## src/rtl/lsr_pkg.sv

```systemverilog
package lsr_pkg;

  localparam int STAT_W = 3;

  typedef enum logic [1:0] {
    ST_PWRUP = 2'd0,
    ST_HOLD  = 2'd1,
    ST_RUN   = 2'd2
  } ctlState_e;

  typedef struct packed {
    logic captureLive;
    logic captureStable;
    logic raiseFull;
    logic dropAll;
  } strobes_t;

endpackage

```

## src/rtl/lsr_datapath.sv

```systemverilog
module lsr_datapath
  import lsr_pkg::*;
#(
  parameter int MBOX_W        = 8,
  parameter int STABLE_CYCLES = 2
) (
  input  logic              clk,
  input  logic              rstN,
  input  logic [STAT_W-1:0] statusIn,
  input  logic              ovfPulse,
  input  logic              hostRead,
  input  strobes_t          strobes,
  output logic              changeSeen,
  output logic [MBOX_W-1:0] mailboxByte,
  output logic              mailboxFull
);

  localparam int PAD_W = MBOX_W - STAT_W - 1;

  logic [STAT_W-1:0] hist [STABLE_CYCLES];
  logic [STABLE_CYCLES-1:0] sameVec;
  logic [STAT_W-1:0] reported;
  logic              ovfSticky;
  logic              fullQ;

  // sample history: stage 0 follows the live lines, each later stage the one before
  for (genvar i = 0; i < STABLE_CYCLES; i++) begin : g_hist
    if (i == 0) begin : g_first
      always_ff @(posedge clk or negedge rstN) begin
        if (!rstN) hist[0] <= '0;
        else       hist[0] <= statusIn;
      end
    end else begin : g_next
      always_ff @(posedge clk or negedge rstN) begin
        if (!rstN) hist[i] <= '0;
        else       hist[i] <= hist[i-1];
      end
    end
    assign sameVec[i] = (hist[i] == hist[0]);
  end

  assign changeSeen = (&sameVec) && (hist[0] != reported);

  always_ff @(posedge clk or negedge rstN) begin
    if (!rstN) begin
      reported <= '0;
    end else if (strobes.captureLive) begin
      reported <= statusIn;
    end else if (strobes.captureStable) begin
      reported <= hist[0];
    end
  end

  always_ff @(posedge clk or negedge rstN) begin
    if (!rstN)                ovfSticky <= 1'b0;
    else if (strobes.dropAll) ovfSticky <= 1'b0;
    else if (ovfPulse)        ovfSticky <= 1'b1;
  end

  // a report on the same edge as a host read keeps the flag set
  always_ff @(posedge clk or negedge rstN) begin
    if (!rstN)                  fullQ <= 1'b0;
    else if (strobes.dropAll)   fullQ <= 1'b0;
    else if (strobes.raiseFull) fullQ <= 1'b1;
    else if (hostRead)          fullQ <= 1'b0;
  end

  assign mailboxByte = {{PAD_W{1'b0}}, ovfSticky, reported};
  assign mailboxFull = fullQ;

endmodule

```

## src/rtl/lsr_control.sv

```systemverilog
module lsr_control
  import lsr_pkg::*;
(
  input  logic     clk,
  input  logic     rstN,
  input  logic     logicReset,
  input  logic     changeSeen,
  output strobes_t strobes
);

  ctlState_e stateQ, stateD;

  always_ff @(posedge clk or negedge rstN) begin
    if (!rstN) stateQ <= ST_PWRUP;
    else       stateQ <= stateD;
  end

  always_comb begin
    stateD  = stateQ;
    strobes = '0;
    if (logicReset) begin
      strobes.dropAll = 1'b1;
      stateD          = ST_HOLD;
    end else begin
      unique case (stateQ)
        ST_PWRUP: begin
          strobes.captureLive = 1'b1;
          stateD              = ST_RUN;
        end
        ST_HOLD: begin
          strobes.captureLive = 1'b1;
          strobes.raiseFull   = 1'b1;
          stateD              = ST_RUN;
        end
        ST_RUN: begin
          if (changeSeen) begin
            strobes.captureStable = 1'b1;
            strobes.raiseFull     = 1'b1;
          end
        end
        default: stateD = ST_RUN;
      endcase
    end
  end

endmodule

```

## src/rtl/link_status_reporter.sv

```systemverilog
module link_status_reporter
  import lsr_pkg::*;
#(
  parameter int MBOX_W        = 8,
  parameter int STABLE_CYCLES = 2
) (
  input  logic              clk,
  input  logic              rstN,
  input  logic              logicReset,
  input  logic              linkUpIn,
  input  logic              ctrlTagIn,
  input  logic              errTagIn,
  input  logic              ovfPulse,
  input  logic              hostRead,
  input  logic              irqEnable,
  output logic [MBOX_W-1:0] mailboxByte,
  output logic              mailboxFull,
  output logic              irqReq
);

  logic [STAT_W-1:0] statusIn;
  logic              changeSeen;
  strobes_t          strobes;

  assign statusIn = {linkUpIn, ctrlTagIn, errTagIn};

  lsr_control u_ctl (
    .clk        (clk),
    .rstN       (rstN),
    .logicReset (logicReset),
    .changeSeen (changeSeen),
    .strobes    (strobes)
  );

  lsr_datapath #(
    .MBOX_W        (MBOX_W),
    .STABLE_CYCLES (STABLE_CYCLES)
  ) u_dp (
    .clk         (clk),
    .rstN        (rstN),
    .statusIn    (statusIn),
    .ovfPulse    (ovfPulse),
    .hostRead    (hostRead),
    .strobes     (strobes),
    .changeSeen  (changeSeen),
    .mailboxByte (mailboxByte),
    .mailboxFull (mailboxFull)
  );

  assign irqReq = mailboxFull & irqEnable;

endmodule

```

## config.mk

```make
export PLATFORM = sky130hd
export DESIGN_NAME = link_status_reporter
export DESIGN_NICKNAME = d
export VERILOG_FILES = /design/src/rtl/lsr_pkg.sv /design/src/rtl/lsr_datapath.sv /design/src/rtl/lsr_control.sv /design/src/rtl/link_status_reporter.sv
export SDC_FILE = /design/constraint.sdc
export NUM_CORES = 1
export LEC_CHECK = 0
export BUFFER_PORTS_ARGS = -buffer_cell sky130_fd_sc_hd__buf_4
export CAP_MARGIN = 10
export CELL_PAD_IN_SITES_DETAIL_PLACEMENT = 1
export CELL_PAD_IN_SITES_GLOBAL_PLACEMENT = 1
export CORE_MARGIN = 2
export CORE_UTILIZATION = 32
export DETAILED_ROUTE_END_ITERATION = 12
export PLACE_DENSITY = 0.68
export SLEW_MARGIN = 30
export SYNTH_ARGS = -nofsm -noshare
export SYNTH_HDL_FRONTEND = slang
export SYNTH_HIERARCHICAL = 1
export SYNTH_SLANG_ARGS = --single-unit
```

## constraint.sdc

```tcl
create_clock -name clk -period 1.8 [get_ports clk]
set_clock_uncertainty 0.05 [all_clocks]
set_input_delay 0.09 -clock clk [delete_from_list [all_inputs] [get_ports clk]]
set_output_delay 0.09 -clock clk [all_outputs]
set_load 0.01 [all_outputs]
```

==> flow_summary_export.csv, run 1 <==
group,metric,value,unit
timing,fin_crit_sh,102.1,%
timing,drv_slew,0,
drt,drt_pre_antenna_iters,4,
drt,ant_nets,0,
clock_tree,htree_num_levels,1,
cells_and_area,syn2layout_area_growth,44.40,%
power_and_ir_drop,powerDensity,776.5,nW/µm²
synthesis,ys_seq_area_share,52.95,%
synthesis,avgSynthCellArea,10.78,µm²
synthesis,synth_area_leaders,"dfrtp_1 53%, buf_4 7.3%, ha_1 6.1%",
synthesis,ys_top_cells_by_count,"13 x dfrtp_1, 7 x nor2_1, 6 x buf_4",
power_and_ir_drop,p_leak,0.4264,nW
cells_and_area,nets,98,
floorplanning,fp-row-count,15,
placement,pre_cts_slack,0.01199,ns
synthesis,ys_ff_latch,13,
synthesis,ys_warn_count,6,
status,violations,"setup timing",
synthesis,ys_types,17,
synthesis,synthCells,57,
worst_hold_path,hold_path_class,"in2reg",
timing,setup_slack,-0.03817,ns
worst_setup_path,cp_max_fo,2,
worst_hold_path,min_from,"hostRead",
worst_setup_path,startpoint,"u_dp/reported[1]",
timing,finalSetupViolCount,2,
global_route,overflow,0,
worst_setup_path,critPathKind,"reg2reg",
drt,via_per_inst,4.400,
worst_setup_path,critPathLaunchType,"register",
synthesis,synth_edf_count,0,
timing,timing.hold.ws,0.07083,ns
clock_tree,clk_latency,0.27,ns
worst_setup_path,crit_chain,"xor2_2, o311ai_2, a211oi_2, buf_4, buf_4, a21oi_1, nor3b_2, a21oi_1, nor2_1",
worst_setup_path,r2r-start,"u_dp/reported[1]",
worst_setup_path,worst_path_largest_cell_delay,0.42,ns
floorplanning,io_pins,19,
floorplanning,die_h,47.82,µm
timing,finalHoldViolCount,0,
placement,dp.final_hpwl,982.4,µm
worst_setup_path,worstSetupEndpointType,"register",
cells_and_area,n_fill_cell,219,
flow_run,max-cap-violations,0,
global_route,grt_max_degree,14,
clock_tree,cts_buffer_depth,2,
synthesis,synth_ff_type,"dfrtp_1",
synthesis,syn-cell-area,614.3,µm²
worst_setup_path,worstPathRequired,1.92,ns
drt,drt_iter0_markers,4,
global_route,grt_pass1_wl,2339,µm
timing,rsz0062_at_grt,"true",
worst_setup_path,crit_arrival,1.95,ns
synthesis,synth_top_cell_area_share,52.95,%
status,status,"finished, violations left",
clock_tree,cts_tree,"done",
clock_tree,root_buffer,"clkbuf_4",
floorplanning,core_area,1764,µm²
floorplanning,die_area,2286,µm²
synthesis,synth.most_common_cell,"dfrtp_1",
drt,drc_errors,0,
global_route,grt_usage,15.41,%
global_route,antenna_found_initial,0,
placement,place_congestion,0.7609,
cells_and_area,n_antenna_cell,0,
clock_tree,tritoncts_num_sinks,13,
floorplanning,fp.dieW,47.82,µm
timing,fmax,544.0,MHz
clock_tree,cts.reportedPaths.clkPinSlew,0.08,ns
cells_and_area,post_route_cells_drive_above_1_share,36.47,%
global_route,grt_pass1_vias,516,
floorplanning,start_util,34.82,%
drt,drt-wirelength-per-cell,13.22,µm
power_and_ir_drop,peakVddDrop,438.2,µV
drt,num_vias,484,
clock_tree,cts_made_buffers,3,
synthesis,async_flop_share,100.0,%
worst_setup_path,slowest_stage,"dfrtp_1",
synthesis,synth_top_area_cell,"dfrtp_1",
placement,portBuffers,14,
drt,wirelength,1454,µm
timing,min_period,1.838,ns
cell usage in the layout (no fill, tap or decap):
cell type      count
o21ai_0            1
nand2_1            4
inv_1              4
clkbuf_1           1
nor2_1             7
buf_4             21
o31ai_1            1
mux2i_2            1
nor3b_2            1
a21o_2             1
o21ai_1            2
mux2i_1            2
dlygate4sd3_1      6
conb_1             4
a21oi_1            3
and2_1             1
dfrtp_1           13
ha_1               3
a211oi_2           1
clkbuf_4           3
xor2_1             2
xor2_2             2
o311ai_2           1
area by class of cell:
type	count	area [µm²]	area share, %
Clock buffer	4	26.28	2.962
Inverter	4	15.01	1.693
Multi-Input combinational cell	37	271.5	30.61
Sequential cell	13	325.3	36.67
Tap cell	25	31.28	3.526
Timing Repair Buffer	27	217.7	24.54
per-stage QoR:
step,instance area [µm²],power (W),cells,util [%],TNS (ns)
final,887.1,0.0006889,110,50.28,-0.04740
after global routing,887.1,0.0007326,110,50.28,-0.5790
after CTS,848.3,0.0006766,109,48.09,0
after detailed placement,754.5,0.0004787,98,42.77,0
after global placement,754.5,0.0004755,98,42.77,0
after floorplan,625.6,0.0004099,60,-,0
worst max-delay path, delay by kind of cell (launching register included):
family	cells	cell delay [ns]
flops	1	0.42
xor+xnor	1	0.20
buf+inv	2	0.26
simple gates	2	0.12
compound gates	4	0.69
logic make-up after synthesis:
group | count (synthesis) | synth area share, %
flops | 13 | 52.95
simple gates | 13 | 9.776
compound gates | 10 | 10.18
buf+inv | 10 | 9.775
xor+xnor | 4 | 5.702
fa+ha+maj | 3 | 6.111
mux | 3 | 4.888
other cells | 1 | 0.6104
what timing repair did:
item	in CTS	in global routing
pin swaps	0	2
buffers inserted	1	1
hold endpoints to repair	22	0
gates resized for setup	2	5
setup endpoints to repair	2	4
hold buffers	6	0
cloned	0	0
metal layers:
layer  vias to the layer above  GRT usage (%)  routed length [µm]
li1                        228              -                   -
met1                       243          20.42                 579
met2                        11          24.27                 810
met3                         2          2.264                  44
met4                         0          8.108                  19
met5                         -              0                   0
sequential cells by signal, indices dropped and copies added (netlist names):
name              cells
u_dp/mailboxFull      1
u_dp/reported         3
u_dp/hist             6
u_dp/ovfSticky        1
u_ctl/stateQ          2
final timing paths:
kind | to | slack [ns] | cells after the start
max | u_dp/mailboxFull | -0.04 | 9
min | u_dp/mailboxFull | 0.07 | 4
max reg2reg | u_dp/mailboxFull | -0.04 | 9
min reg2reg | u_dp/hist[2] | 0.42 | 0
max in group asynchronous | u_ctl/stateQ[0] | 1.39 | 2
min in group asynchronous | u_dp/hist[3] | 0.15 | 2
report_power, final:
group / internal (W) / switching [W] / total, W
Combinational: 0.0000890 / 0.0000782 / 0.000167
Sequential: 0.000317 / 0.0000236 / 0.000341
Clock: 0.0000857 / 0.0000954 / 0.000181
Power figures use the tool's default switching activity.
==> inputs of run 2 (changes only) <==
--- a/config.mk
+++ b/config.mk
@@ -5,7 +5,7 @@
 export SDC_FILE = /design/constraint.sdc
 export NUM_CORES = 1
 export LEC_CHECK = 0
-export BUFFER_PORTS_ARGS = -buffer_cell sky130_fd_sc_hd__buf_4
+export BUFFER_PORTS_ARGS = -buffer_cell sky130_fd_sc_hd__clkbuf_2
 export CAP_MARGIN = 10
 export CELL_PAD_IN_SITES_DETAIL_PLACEMENT = 1
 export CELL_PAD_IN_SITES_GLOBAL_PLACEMENT = 1
@@ -13,6 +13,7 @@
 export CORE_UTILIZATION = 32
 export DETAILED_ROUTE_END_ITERATION = 12
 export PLACE_DENSITY = 0.68
+export SKIP_CTS_REPAIR_TIMING = 1
 export SLEW_MARGIN = 30
 export SYNTH_ARGS = -nofsm -noshare
 export SYNTH_HDL_FRONTEND = slang
==> run 2 against run 1 <==
The flow still finishes with violations (setup timing). Sequential cell count is the same. Sequential share of layout area grew 2.5 points. Utilization fell by 3.2 points. Setup slack gained 0.017 ns. Fmax grew 0.95%. Hold slack worse by 0.040 ns. Die area unchanged.
==> flow_summary_export.csv, run 2 (synthesized netlist as in run 1, its figures left out) <==
group,metric,value,unit
status,status,"finished, violations left",
status,violations,"setup timing",
power_and_ir_drop,p_switching,0.0001914,W
drt,via_per_inst,4.296,
cells_and_area,n_antenna_cell,0,
cells_and_area,post_route_cells_drive_above_1_share,34.94,%
global_route,grt_pass1_wl,2042,µm
worst_setup_path,worst_path_largest_cell_delay,0.42,ns
flow_run,max-cap-violations,0,
worst_setup_path,worstSetupEndpointType,"register",
cells_and_area,largest_reg_flops,6,
worst_setup_path,crit_chain,"xor2_2, o311ai_2, a211oi_2, nand2_1, nor2_1, buf_4, mux2i_1, o21ai_0",
floorplanning,fp.dieW,47.82,µm
cells_and_area,top_regs,"u_dp/hist (6), u_dp/reported (3), u_ctl/stateQ (2)",
cells_and_area,final_common_cell,"clkbuf_2",
power_and_ir_drop,power_frac_clock,26.6,%
global_route,antenna_found_initial,0,
drt,drc_errors,0,
power_and_ir_drop,switching_share,28.81,%
floorplanning,die_h,47.82,µm
floorplanning,io_pins,19,
clock_tree,cts.reportedPaths.clkPinSlew,0.08,ns
worst_hold_path,min_from,"logicReset",
drt,drt-wirelength-per-cell,12.60,µm
power_and_ir_drop,internal_power,0.0004728,W
worst_setup_path,worstPathRequired,1.89,ns
placement,place_congestion,0.7327,
worst_setup_path,crit_buf_inv,1,
drt,wirelength,1361,µm
worst_setup_path,crit_arrival,1.91,ns
cells_and_area,fin_util,47.09,%
clock_tree,cts_made_buffers,3,
global_route,overflow,0,
drt,ant_nets,0,
timing,rsz0062_at_grt,"true",
timing,setup_tns,-0.03869,ns
drt,drt_pre_antenna_iters,2,
floorplanning,fp-row-count,15,
timing,fin_crit_sh,101.2,%
drt,drt_iter0_markers,9,
power_and_ir_drop,p_leak,0.4056,nW
clock_tree,tritoncts_num_sinks,13,
clock_tree,root_buffer,"clkbuf_4",
timing,finalHoldViolCount,0,
clock_tree,clk_latency,0.27,ns
global_route,grt_pass1_vias,480,
worst_setup_path,r2r-start,"u_dp/reported[1]",
timing,finalSetupViolCount,3,
cells_and_area,largest-register,"u_dp/hist",
power_and_ir_drop,p_comb_share,22.0,%
placement,portBuffers,14,
timing,fmax,549.2,MHz
clock_tree,cts_tree,"done",
floorplanning,core_area,1764,µm²
worst_hold_path,hold_path_class,"in2reg",
cells_and_area,syn2layout_area_growth,35.23,%
timing,timing.hold.ws,0.03099,ns
floorplanning,start_util,34.82,%
floorplanning,die_area,2286,µm²
worst_setup_path,cp_max_fo,3,
drt,num_vias,464,
timing,min_period,1.821,ns
worst_setup_path,crit_family,"compound AO/OA/AOI/OAI gates",
power_and_ir_drop,peakVddDrop,547.1,µV
timing,setup_slack,-0.02082,ns
global_route,grt_usage,13.27,%
worst_setup_path,slowest_stage,"dfrtp_1",
power_and_ir_drop,seqPwrFrac,51.4,%
worst_setup_path,critPathKind,"reg2reg",
worst_setup_path,startpoint,"u_dp/reported[1]",
clock_tree,cts_buffer_depth,2,
worst_setup_path,critPathLaunchType,"register",
global_route,grt_max_degree,14,
power_and_ir_drop,powerDensity,799.5,nW/µm²
cells_and_area,final_cell_mix,"14 x clkbuf_2, 13 x dfrtp_1, 7 x nor2_1",
timing,drv_slew,0,
cells_and_area,nets,96,
clock_tree,htree_num_levels,1,
[run 2: cell types whose count changed in the layout (fill, tap and decap cells not counted), sizes merged]
cell         change
clkbuf          +14
dlygate4sd3      -1
buf             -15
[run 2: cell type report]
cell class	count	area [µm²]
Timing Repair Buffer	25	165.2
Inverter	4	15.01
Multi-Input combinational cell	37	267.8
Clock buffer	4	26.28
Fill cell	222	933.4
Tap cell	25	31.28
Sequential cell	13	325.3
[run 2: power by group through the flow]
stage                     sequential [W]  clock, W  combinational, W
after floorplan                 0.000348         0         0.0000623
after global placement          0.000340         0          0.000122
after detailed placement        0.000342         0          0.000126
after CTS                       0.000337  0.000184          0.000127
after global routing            0.000346  0.000198          0.000163
final                           0.000341  0.000177          0.000146
[run 2: layer usage]
metal | up-vias | global-route usage, % | part of all wire [%]
met5 | - | 0 | 0
met4 | 0 | 6.486 | 0
met3 | 0 | 2.264 | 3.7
met2 | 11 | 21.33 | 55
met1 | 227 | 17.22 | 41
li1 | 226 | - | -
[run 2: path summary, 6_finish.rpt]
kind	slack, ns	depth (start not counted)	to
worst max-delay path	-0.02	8	u_dp/reported[2]
worst min-delay path	0.03	2	u_dp/mailboxFull
min in group asynchronous	0.20	2	u_dp/hist[2]
worst max register to register	-0.02	8	u_dp/reported[2]
worst min register to register	0.42	0	u_dp/hist[2]
max in group asynchronous	1.26	2	u_ctl/stateQ[0]
[run 2: metrics by stage]
| stage | total power (W) | setup slack, ns | std cells | cell area, µm² |
|---|---|---|---|---|
| floorplan | 0.0004099 | 0.09810 | 60 | 625.6 |
| global placement | 0.0004618 | 0.009506 | 99 | 726.9 |
| detailed placement | 0.0004680 | -0.09389 | 99 | 726.9 |
| CTS | 0.0006477 | -0.1105 | 103 | 753.2 |
| global route | 0.0007069 | -0.1642 | 108 | 830.8 |
| finish | 0.0006642 | -0.02082 | 108 | 830.8 |
[run 2: worst register-to-register path: stages, from the launching register on]
cell,delay (ns)
dfrtp_1,0.42
xor2_2,0.23
o311ai_2,0.13
a211oi_2,0.25
nand2_1,0.08
nor2_1,0.11
buf_4,0.15
mux2i_1,0.17
o21ai_0,0.10
